<file path="src/rtl/srmd_pkg.sv">
package srmd_pkg;
  typedef enum logic [1:0] {
    SPD_SINGLE = 2'd0,
    SPD_DOUBLE = 2'd1,
    SPD_QUAD   = 2'd2,
    SPD_NONE   = 2'd3
  } speed_e;
endpackage

</file>
<file path="src/rtl/srmd_edge_sync.sv">
module srmd_edge_sync #(
  parameter int STAGES = 2
) (
  input  logic clk,
  input  logic rst,
  input  logic async_in,
  output logic rise
);
  logic [STAGES:0] sh;

  always_ff @(posedge clk) begin
    if (rst) sh <= '0;
    else     sh <= {sh[STAGES-1:0], async_in};
  end

  assign rise = sh[STAGES-1] & ~sh[STAGES];
endmodule

</file>
<file path="src/rtl/srmd_period_meter.sv">
module srmd_period_meter #(
  parameter int MAX_CNT = 6144,
  localparam int CNT_W = $clog2(MAX_CNT + 1)
) (
  input  logic             clk,
  input  logic             rst,
  input  logic             tick,
  output logic             meas_vld,
  output logic [CNT_W-1:0] meas,
  output logic             timeout
);
  localparam logic [CNT_W-1:0] LAST = CNT_W'(MAX_CNT - 1);

  logic [CNT_W-1:0] cnt;
  logic             armed;

  always_ff @(posedge clk) begin
    if (rst) begin
      cnt      <= '0;
      armed    <= 1'b0;
      meas     <= '0;
      meas_vld <= 1'b0;
      timeout  <= 1'b0;
    end else begin
      meas_vld <= 1'b0;
      timeout  <= 1'b0;
      if (tick) begin
        cnt   <= '0;
        armed <= 1'b1;
        if (armed) begin
          meas     <= cnt + 1'b1;
          meas_vld <= 1'b1;
        end
      end else if (cnt == LAST) begin
        cnt     <= '0;
        armed   <= 1'b0;
        timeout <= 1'b1;
      end else begin
        cnt <= cnt + 1'b1;
      end
    end
  end
endmodule

</file>
<file path="src/rtl/srmd_band_classify.sv">
module srmd_band_classify
  import srmd_pkg::*;
#(
  parameter int CNT_W    = 13,
  parameter int QS_MIN   = 122,
  parameter int QS_BOUND = 246,
  parameter int DS_MAX   = 293,
  parameter int SS_MIN   = 491
) (
  input  logic [CNT_W-1:0] period,
  output speed_e           cls
);
  localparam logic [CNT_W-1:0] Q_LO = CNT_W'(QS_MIN);
  localparam logic [CNT_W-1:0] Q_HI = CNT_W'(QS_BOUND);
  localparam logic [CNT_W-1:0] D_HI = CNT_W'(DS_MAX);
  localparam logic [CNT_W-1:0] S_LO = CNT_W'(SS_MIN);

  always_comb begin
    if (period < Q_LO)       cls = SPD_NONE;
    else if (period <= Q_HI) cls = SPD_QUAD;
    else if (period <= D_HI) cls = SPD_DOUBLE;
    else if (period < S_LO)  cls = SPD_NONE;
    else                     cls = SPD_SINGLE;
  end
endmodule

</file>
<file path="src/rtl/srmd_mode_decide.sv">
module srmd_mode_decide
  import srmd_pkg::*;
(
  input  logic   clk,
  input  logic   rst,
  input  logic   meas_vld,
  input  speed_e cls,
  input  logic   timeout,
  output speed_e det_mode,
  output logic   det_valid,
  output logic   det_oor
);
  speed_e prev_cls;
  logic   prev_ok;

  always_ff @(posedge clk) begin
    if (rst) begin
      prev_cls  <= SPD_NONE;
      prev_ok   <= 1'b0;
      det_mode  <= SPD_SINGLE;
      det_valid <= 1'b0;
      det_oor   <= 1'b0;
    end else if (timeout) begin
      prev_ok   <= 1'b0;
      det_valid <= 1'b0;
      det_oor   <= 1'b0;
    end else if (meas_vld) begin
      prev_cls <= cls;
      prev_ok  <= 1'b1;
      if (prev_ok && prev_cls == cls) begin
        if (cls == SPD_NONE) begin
          det_valid <= 1'b0;
          det_oor   <= 1'b1;
        end else begin
          det_mode  <= cls;
          det_valid <= 1'b1;
          det_oor   <= 1'b0;
        end
      end
    end
  end
endmodule

</file>
<file path="src/rtl/srate_mode_detect.sv">
module srate_mode_detect
  import srmd_pkg::*;
#(
  parameter int SYNC_STAGES = 2,
  parameter int QS_MIN      = 122,
  parameter int QS_BOUND    = 246,
  parameter int DS_MAX      = 293,
  parameter int SS_MIN      = 491,
  parameter int MAX_CNT     = 6144
) (
  input  logic       clk,
  input  logic       rst,
  input  logic       frame_clk,
  input  logic       force_en,
  input  logic [1:0] force_mode,
  output logic [1:0] mode_o,
  output logic       valid_o,
  output logic       oor_o
);
  localparam int CNT_W = $clog2(MAX_CNT + 1);

  logic             rise;
  logic             mvld;
  logic [CNT_W-1:0] period;
  logic             tmo;
  speed_e           cls;
  speed_e           det_mode;
  logic             det_valid;
  logic             det_oor;

  srmd_edge_sync #(.STAGES(SYNC_STAGES)) u_sync (
    .clk(clk), .rst(rst), .async_in(frame_clk), .rise(rise)
  );

  srmd_period_meter #(.MAX_CNT(MAX_CNT)) u_meter (
    .clk(clk), .rst(rst), .tick(rise),
    .meas_vld(mvld), .meas(period), .timeout(tmo)
  );

  srmd_band_classify #(
    .CNT_W(CNT_W), .QS_MIN(QS_MIN), .QS_BOUND(QS_BOUND),
    .DS_MAX(DS_MAX), .SS_MIN(SS_MIN)
  ) u_cls (
    .period(period), .cls(cls)
  );

  srmd_mode_decide u_dec (
    .clk(clk), .rst(rst), .meas_vld(mvld), .cls(cls), .timeout(tmo),
    .det_mode(det_mode), .det_valid(det_valid), .det_oor(det_oor)
  );

  always_ff @(posedge clk) begin
    if (rst) begin
      mode_o  <= SPD_SINGLE;
      valid_o <= 1'b0;
      oor_o   <= 1'b0;
    end else if (force_en) begin
      mode_o  <= (force_mode == 2'b11) ? SPD_SINGLE : force_mode;
      valid_o <= 1'b1;
      oor_o   <= 1'b0;
    end else begin
      mode_o  <= det_mode;
      valid_o <= det_valid;
      oor_o   <= det_oor;
    end
  end
endmodule

</file>
<file path="config.mk">
export PLATFORM = sky130hd
export DESIGN_NAME = srate_mode_detect
export DESIGN_NICKNAME = d
export VERILOG_FILES = /design/src/rtl/srmd_pkg.sv /design/src/rtl/srmd_edge_sync.sv /design/src/rtl/srmd_period_meter.sv /design/src/rtl/srmd_band_classify.sv /design/src/rtl/srmd_mode_decide.sv /design/src/rtl/srate_mode_detect.sv
export SDC_FILE = /design/constraint.sdc
export NUM_CORES = 1
export LEC_CHECK = 0
export ABC_CLOCK_PERIOD_IN_PS = 2500
export BUFFER_PORTS_ARGS = -buffer_cell sky130_fd_sc_hd__buf_4
export CORE_UTILIZATION = 55
export CTS_BUF_LIST = sky130_fd_sc_hd__clkbuf_16
export DETAILED_ROUTE_END_ITERATION = 10
export PLACE_DENSITY_LB_ADDON = 0.05
export SYNTH_ARGS = -nofsm -noshare
export SYNTH_HDL_FRONTEND = slang
export SYNTH_HIERARCHICAL = 1
export SYNTH_SLANG_ARGS = --single-unit
</file>
<file path="constraint.sdc">
create_clock -name clk -period 2.5 [get_ports clk]
set_input_delay 0.5 -clock clk [delete_from_list [all_inputs] [get_ports clk]]
set_output_delay 0.5 -clock clk [all_outputs]
set_load 0.01 [all_outputs]
</file>
**After elaboration in Yosys (flattened, before gate mapping)**

Cells that the tools add are included.

- Register bits after elaboration: 43
- Output and inout bits: 4
- Logic and storage cells: 52

- Add/subtract/negate cells: 1
- Order comparisons: 4
- Equality and inequality tests: 4
- Muxes and demuxes: 13
- Bitwise logic cells: 5
- Reductions and logical operators: 11

Operator list:

| operator | number |
|---|---|
| 13-bit by 1-bit adder with 13-bit output (second input constant) | 1 |
| 13-bit equality test (second input constant) | 1 |
| 13-bit by 8-bit <= comparator with 1-bit output (second input constant) | 1 |
| 13-bit by 9-bit <= comparator with 1-bit output (second input constant) | 1 |
| 13-bit by 7-bit < comparator with 1-bit output (second input constant) | 1 |
| 13-bit by 9-bit < comparator with 1-bit output (second input constant) | 1 |
| 2-bit two-way mux | 6 |
| 2-bit OR reduction | 4 |
| 1-bit two-way mux | 7 |
| 2-bit AND reduction | 3 |
| 2-bit equality test (second input constant) | 2 |
| 1-bit NOT | 4 |
| 4-bit AND reduction | 1 |
| 3-bit OR reduction | 1 |
| 2-bit equality test | 1 |
| 2-bit nonzero test | 1 |
| 1-bit bitwise AND | 1 |
| 1-bit logical AND | 1 |

**Logic depth before layout (Yosys ltp)**

- Depth in word-level cells: 8
- Depth in mapped cells: 6
- Mapped depth without buffers: 6

**Modules after synthesis**

The synthesis kept the hierarchy.

Modules (own cells, without submodules):

| module | instances | cells each | area an instance (sq um) |
|---|---|---|---|
| srmd_period_meter | 1 | 119 | 1159.9 |
| srmd_mode_decide | 1 | 32 | 344.1 |
| srate_mode_detect | 1 | 13 | 138.9 |
| srmd_band_classify | 1 | 16 | 123.9 |
| srmd_edge_sync | 1 | 7 | 87.6 |

**Worst setup path after synthesis**

Ideal clock, no wire load.

- Path type: register -> register
- Start point: register u_meter.meas[11]
- End point: register u_dec.det_oor
- Library setup time: 0.115 ns
- Arrival: 2.195 ns
- Data required time: 2.385 ns
- Setup slack: 0.190 ns
- Stages on the path, launching flop included: 7
- Period minus slack after synthesis: 2.310 ns
- Cells stage by stage: dfxtp_1 or4_4 a31o_2 o31ai_1 xor2_1 o31a_1 o21a_1

- Cells in the longest elaborated chain, start to end: 8
- Elaborated cells on any way between the ends: 13
- Classes of those cells: order compare (4); eq/ne (2); mux (5); reduce/logical (2)

RTL lines:

| what | RTL line | RTL |
|---|---|---|
| start: declaration | srmd_period_meter.sv:9 | `output logic [CNT_W-1:0] meas,` |
| start signal: assignment | srmd_period_meter.sv:31 | `meas <= cnt + 1'b1;` |
| 13-bit by 9-bit < comparator with 1-bit output | srmd_band_classify.sv:22 | `else if (period < S_LO) cls = SPD_NONE;` |
| 2-bit two-way mux | srmd_band_classify.sv:22 |  |
| 2-bit two-way mux | srmd_band_classify.sv:21 | `else if (period <= D_HI) cls = SPD_DOUBLE;` |
| 2-bit two-way mux | srmd_band_classify.sv:20 | `else if (period <= Q_HI) cls = SPD_QUAD;` |
| 2-bit two-way mux * | srmd_band_classify.sv:19 | `if (period < Q_LO) cls = SPD_NONE;` |
| named net cls[1] | srate_mode_detect.sv:26 | `speed_e cls;` |
| 2-bit equality test | srmd_mode_decide.sv:30 | `if (prev_ok && prev_cls == cls) begin` |
| 1-bit logical AND | srmd_mode_decide.sv:30 |  |
| 2-bit AND reduction (no source line) | - |  |
| end signal: assignment | srmd_mode_decide.sv:26 | `det_oor <= 1'b0;` |
| end signal: assignment | srmd_mode_decide.sv:33 | `det_oor <= 1'b1;` |
| end signal: assignment | srmd_mode_decide.sv:37 | `det_oor <= 1'b0;` |
| end: declaration | srmd_mode_decide.sv:11 | `output logic det_oor` |

Mark *: on every way through the listed nets, which the timed path passes. The rest lies on a longest branch.
A chain may end at the register's enable or synchronous reset.

**Final worst setup path**

- Start point: register u_meter.meas[11]
- End point: register u_dec.det_valid

- Cells in the longest elaborated chain, start to end: 8
- Elaborated cells on any way between the ends: 13
- Classes of those cells: order compare (4); eq/ne (2); mux (5); reduce/logical (2)

RTL lines:

| what | RTL line | RTL |
|---|---|---|
| 13-bit by 9-bit < comparator with 1-bit output | srmd_band_classify.sv:22 |  |
| 2-bit two-way mux | srmd_band_classify.sv:22 |  |
| 2-bit two-way mux | srmd_band_classify.sv:21 |  |
| 2-bit two-way mux | srmd_band_classify.sv:20 |  |
| 2-bit two-way mux * | srmd_band_classify.sv:19 |  |
| named net cls[1] | srate_mode_detect.sv:26 |  |
| 2-bit equality test | srmd_mode_decide.sv:30 |  |
| 1-bit logical AND | srmd_mode_decide.sv:30 |  |
| 2-bit AND reduction (no source line) | - |  |
| end signal: assignment | srmd_mode_decide.sv:25 | `det_valid <= 1'b0;` |
| end signal: assignment | srmd_mode_decide.sv:32 | `det_valid <= 1'b0;` |
| end signal: assignment | srmd_mode_decide.sv:36 | `det_valid <= 1'b1;` |
| end: declaration | srmd_mode_decide.sv:10 | `output logic det_valid,` |

Marked as above.

==> flow_summary.json <==
{
  "p_per_area_nw_per_um2": 707,
  "cap_violations": 0,
  "start_util": 0.593,
  "synth.top_cells.by_area": "dfxtp_1 46%, a311oi_1 4.7%, nor2_1 4.3%",
  "p_seq_frac": 0.474,
  "rsz0062_at_grt": "no",
  "fp.dieH_um": 60.1,
  "cts_buffer_depth": 2,
  "grt_pass1_vias": 1340,
  "synth_most_common_cell": "dfxtp_1",
  "synth_top_family_by_area": "compound AO/OA/AOI/OAI gates",
  "period_needed_ps": 2330,
  "ys_top_cells_by_count": "43 x dfxtp_1, 21 x nor2_1, 10 x a211oi_1, 10 x a311oi_1",
  "share_comb_of_total_power": 0.046,
  "detail-route-antenna-nets": 0,
  "synth_area_um2": 1850,
  "antenna_found_initial": 0,
  "grt.overflow.total": 0,
  "cts_tree": "done",
  "io_pins": 10,
  "drc": 0,
  "cts_inserted_buffers": 5,
  "area_growth_pct": 13.6,
  "hold_viol_final": 0,
  "grt_max_degree": 29,
  "synth-simple-area-share": 0.213,
  "reg2reg_to": "u_dec/det_valid",
  "worst_setup_path_end_kind": "flop",
  "dpl-instance-area_um2": 1940,
  "finClkSkew_ps": 2.40,
  "min_path_cells": 2,
  "yosysUniqueCellTypes": 51,
  "crit_type": "flop to flop",
  "synthMuxAreaShare": 0.00540,
  "port_buffers": 9,
  "p_leak_nw": 0.719,
  "report.power.total_w": 0.00149,
  "core.rowCount": 20,
  "synth_edf_count": 0,
  "drive_gt1_frac": 0.162,
  "ys_seq_area_frac": 0.464,
  "placed_cells": 234,
  "reg2reg_from": "u_meter/meas[11]",
  "vias": 1482,
  "switching_power_w": 0.000296,
  "synth_xor_area_frac": 0.0371,
  "antenna_cells": 0,
  "clk_pin_slew_ps": 60,
  "wl_per_cell_um": 14.4,
  "synth_area_per_cell_um2": 9.92,
  "peakVddDrop_mv": 0.552,
  "clkPwrFrac": 0.480,
  "holdWs_ps": 447,
  "grt_pass1_wl_um": 5740,
  "synth_top_area_cell": "dfxtp_1",
  "worstPathMaxFanout": 5,
  "gp_congestion": 0.739,
  "synth_seq_cells": 43,
  "syn-instance-count": 187,
  "post-route-period-util": 0.930,
  "ys_warn_count": 6,
  "fin_area_um2": 2110,
  "setup_viol": 0,
  "routed_wl_um": 3490,
  "drtPass1Iterations": 4,
  "status": "complete, no violations",
  "timing.final.ws_setup_ps": 174,
  "root_buffer": "clkbuf_16",
  "synth-compound-area-share": 0.225,
  "reg2reg_depth": 6,
  "dp_hpwl_um": 2480,
  "avgViaCountPerCell": 6.12,
  "clock_latency_ps": 280,
  "grt_usage": 0.214,
  "ys.flop_type": "dfxtp_1",
  "slew_headroom": 0.674,
  "cts_sinks": 43,
  "worst_hold_path.endpoint": "u_sync/sh[0]",
  "p_int_w": 0.00119,
  "fmax_ghz": 0.430,
  "drt_iter0_drc": 63,
  "finalNonFillerCells": 242,
  "synth_top_area_frac": 0.464,
  "hold_path.class": "primary input to flop",
  "fillers": 255,
  "die_width_um": 60.1,
  "required_ps": 2680,
  "final_max_slew_viol_count": 0,
  "core_um2": 3130,
  "worstPathArrival_ps": 2510,
  "synthesis.nets": 194,
  "pre_cts_ws_ps": -34.8,
  "r2r_setup_slack_ps": 170,
  "worstSetupStartpointType": "flop",
  "switching_share": 0.199,
  "synth_fa_ha_area_frac": 0.00675,
  "dieArea_um2": 3610,
  "worst_slew_pin_slew_ps": 476,
  "fin_nets": 204,
  "min_from": "frame_clk",
  "htree_levels": 2,
  "synthArstFlopShare": 0
}
## through the flow
step | TNS [ps] | util
final | 0 | 0.673
after global routing | 0 | 0.673
after CTS | 0 | 0.673
after detailed placement | -34.8 | 0.619
after global placement | 0 | 0.619
after floorplan | 0 | -
## layout make-up
| cell class | count | area, um^2 | share of cell area |
|---|---|---|---|
| sequential | 43 | 861 | 0.409 |
| clock buffer | 5 | 125 | 0.0594 |
| timing repair buffer | 12 | 90.1 | 0.0428 |
| inverter | 7 | 26.3 | 0.0125 |
| tap | 44 | 55.1 | 0.0261 |
| clock inverter | 3 | 38.8 | 0.0184 |
| multi-input combinational | 128 | 910 | 0.432 |
## sequential cells by signal, indices dropped and copies added (netlist names)
register / flops
valid_o: 1
oor_o: 1
u_dec/det_valid: 1
u_meter/meas: 13
u_meter/armed: 1
mode_o: 2
u_sync/sh: 3
u_dec/det_oor: 1
u_meter/meas_vld: 1
u_meter/cnt: 13
u_dec/prev_ok: 1
u_dec/det_mode: 2
u_meter/timeout: 1
u_dec/prev_cls: 2
## logic make-up (layout without fill, tap and decap cells)
family | count (synthesis) | count (layout)
DFF | 43 | 43
and+or+nand+nor | 65 | 65
xor gates and xnor gates | 7 | 7
adders and majority gates | 1 | 1
muxes | 1 | 1
buffers and inverters | 16 | 27
AOI/OAI and AO/OA | 54 | 54
## critical path: stages (launching register included)
cell       delay [ps]
dfxtp_1           310
or4_4             560
a2111oi_0         500
o31ai_2           190
xnor2_1           260
a41oi_1           170
nor4_2            240
## power by group through the flow
stage	Sequential (W)	Combinational [W]	Clock (W)
after floorplan	0.000719	0.0000467	0
after global placement	0.000720	0.0000657	0
after detailed placement	0.000720	0.0000680	0
after CTS	0.000705	0.0000691	0.000722
after global routing	0.000706	0.0000753	0.000754
final	0.000705	0.0000681	0.000715
## routing by layer
metal | wire length, um | track usage
met5 | 0 | 0
met4 | 29 | 0.0598
met3 | 159 | 0.0584
met2 | 1680 | 0.360
met1 | 1630 | 0.267
## placed cells by master, fill, tap and decap left out, types with 5 or more instances in the layout
cell type / n
buf_4: 12
clkbuf_16: 5
a211oi_1: 10
dfxtp_1: 43
a311oi_1: 10
nor2b_1: 7
nor2_1: 21
inv_1: 7
o21ai_0: 5
## how the worst max path moves through the flow
stage | from | endpoint | slack [ps] | cells after the start
after floorplan | u_meter/meas[11] | u_dec/det_oor | 190 | 6
after global placement | u_meter/meas[11] | u_dec/det_oor | 90 | 6
after global routing | u_meter/meas[11] | u_dec/det_valid | 50 | 6
after detailed placement | u_meter/meas[11] | u_dec/det_oor | -30 | 6
after CTS | u_meter/meas[11] | u_dec/det_valid | 160 | 6
final | u_meter/meas[11] | u_dec/det_valid | 170 | 6
## timing repair
item                       CTS  global route
hold buffers                 0             0
gates resized for setup      1             0
setup endpoints to repair    1             0
buffers inserted             0             0
(Power assumes the default switching activity.)
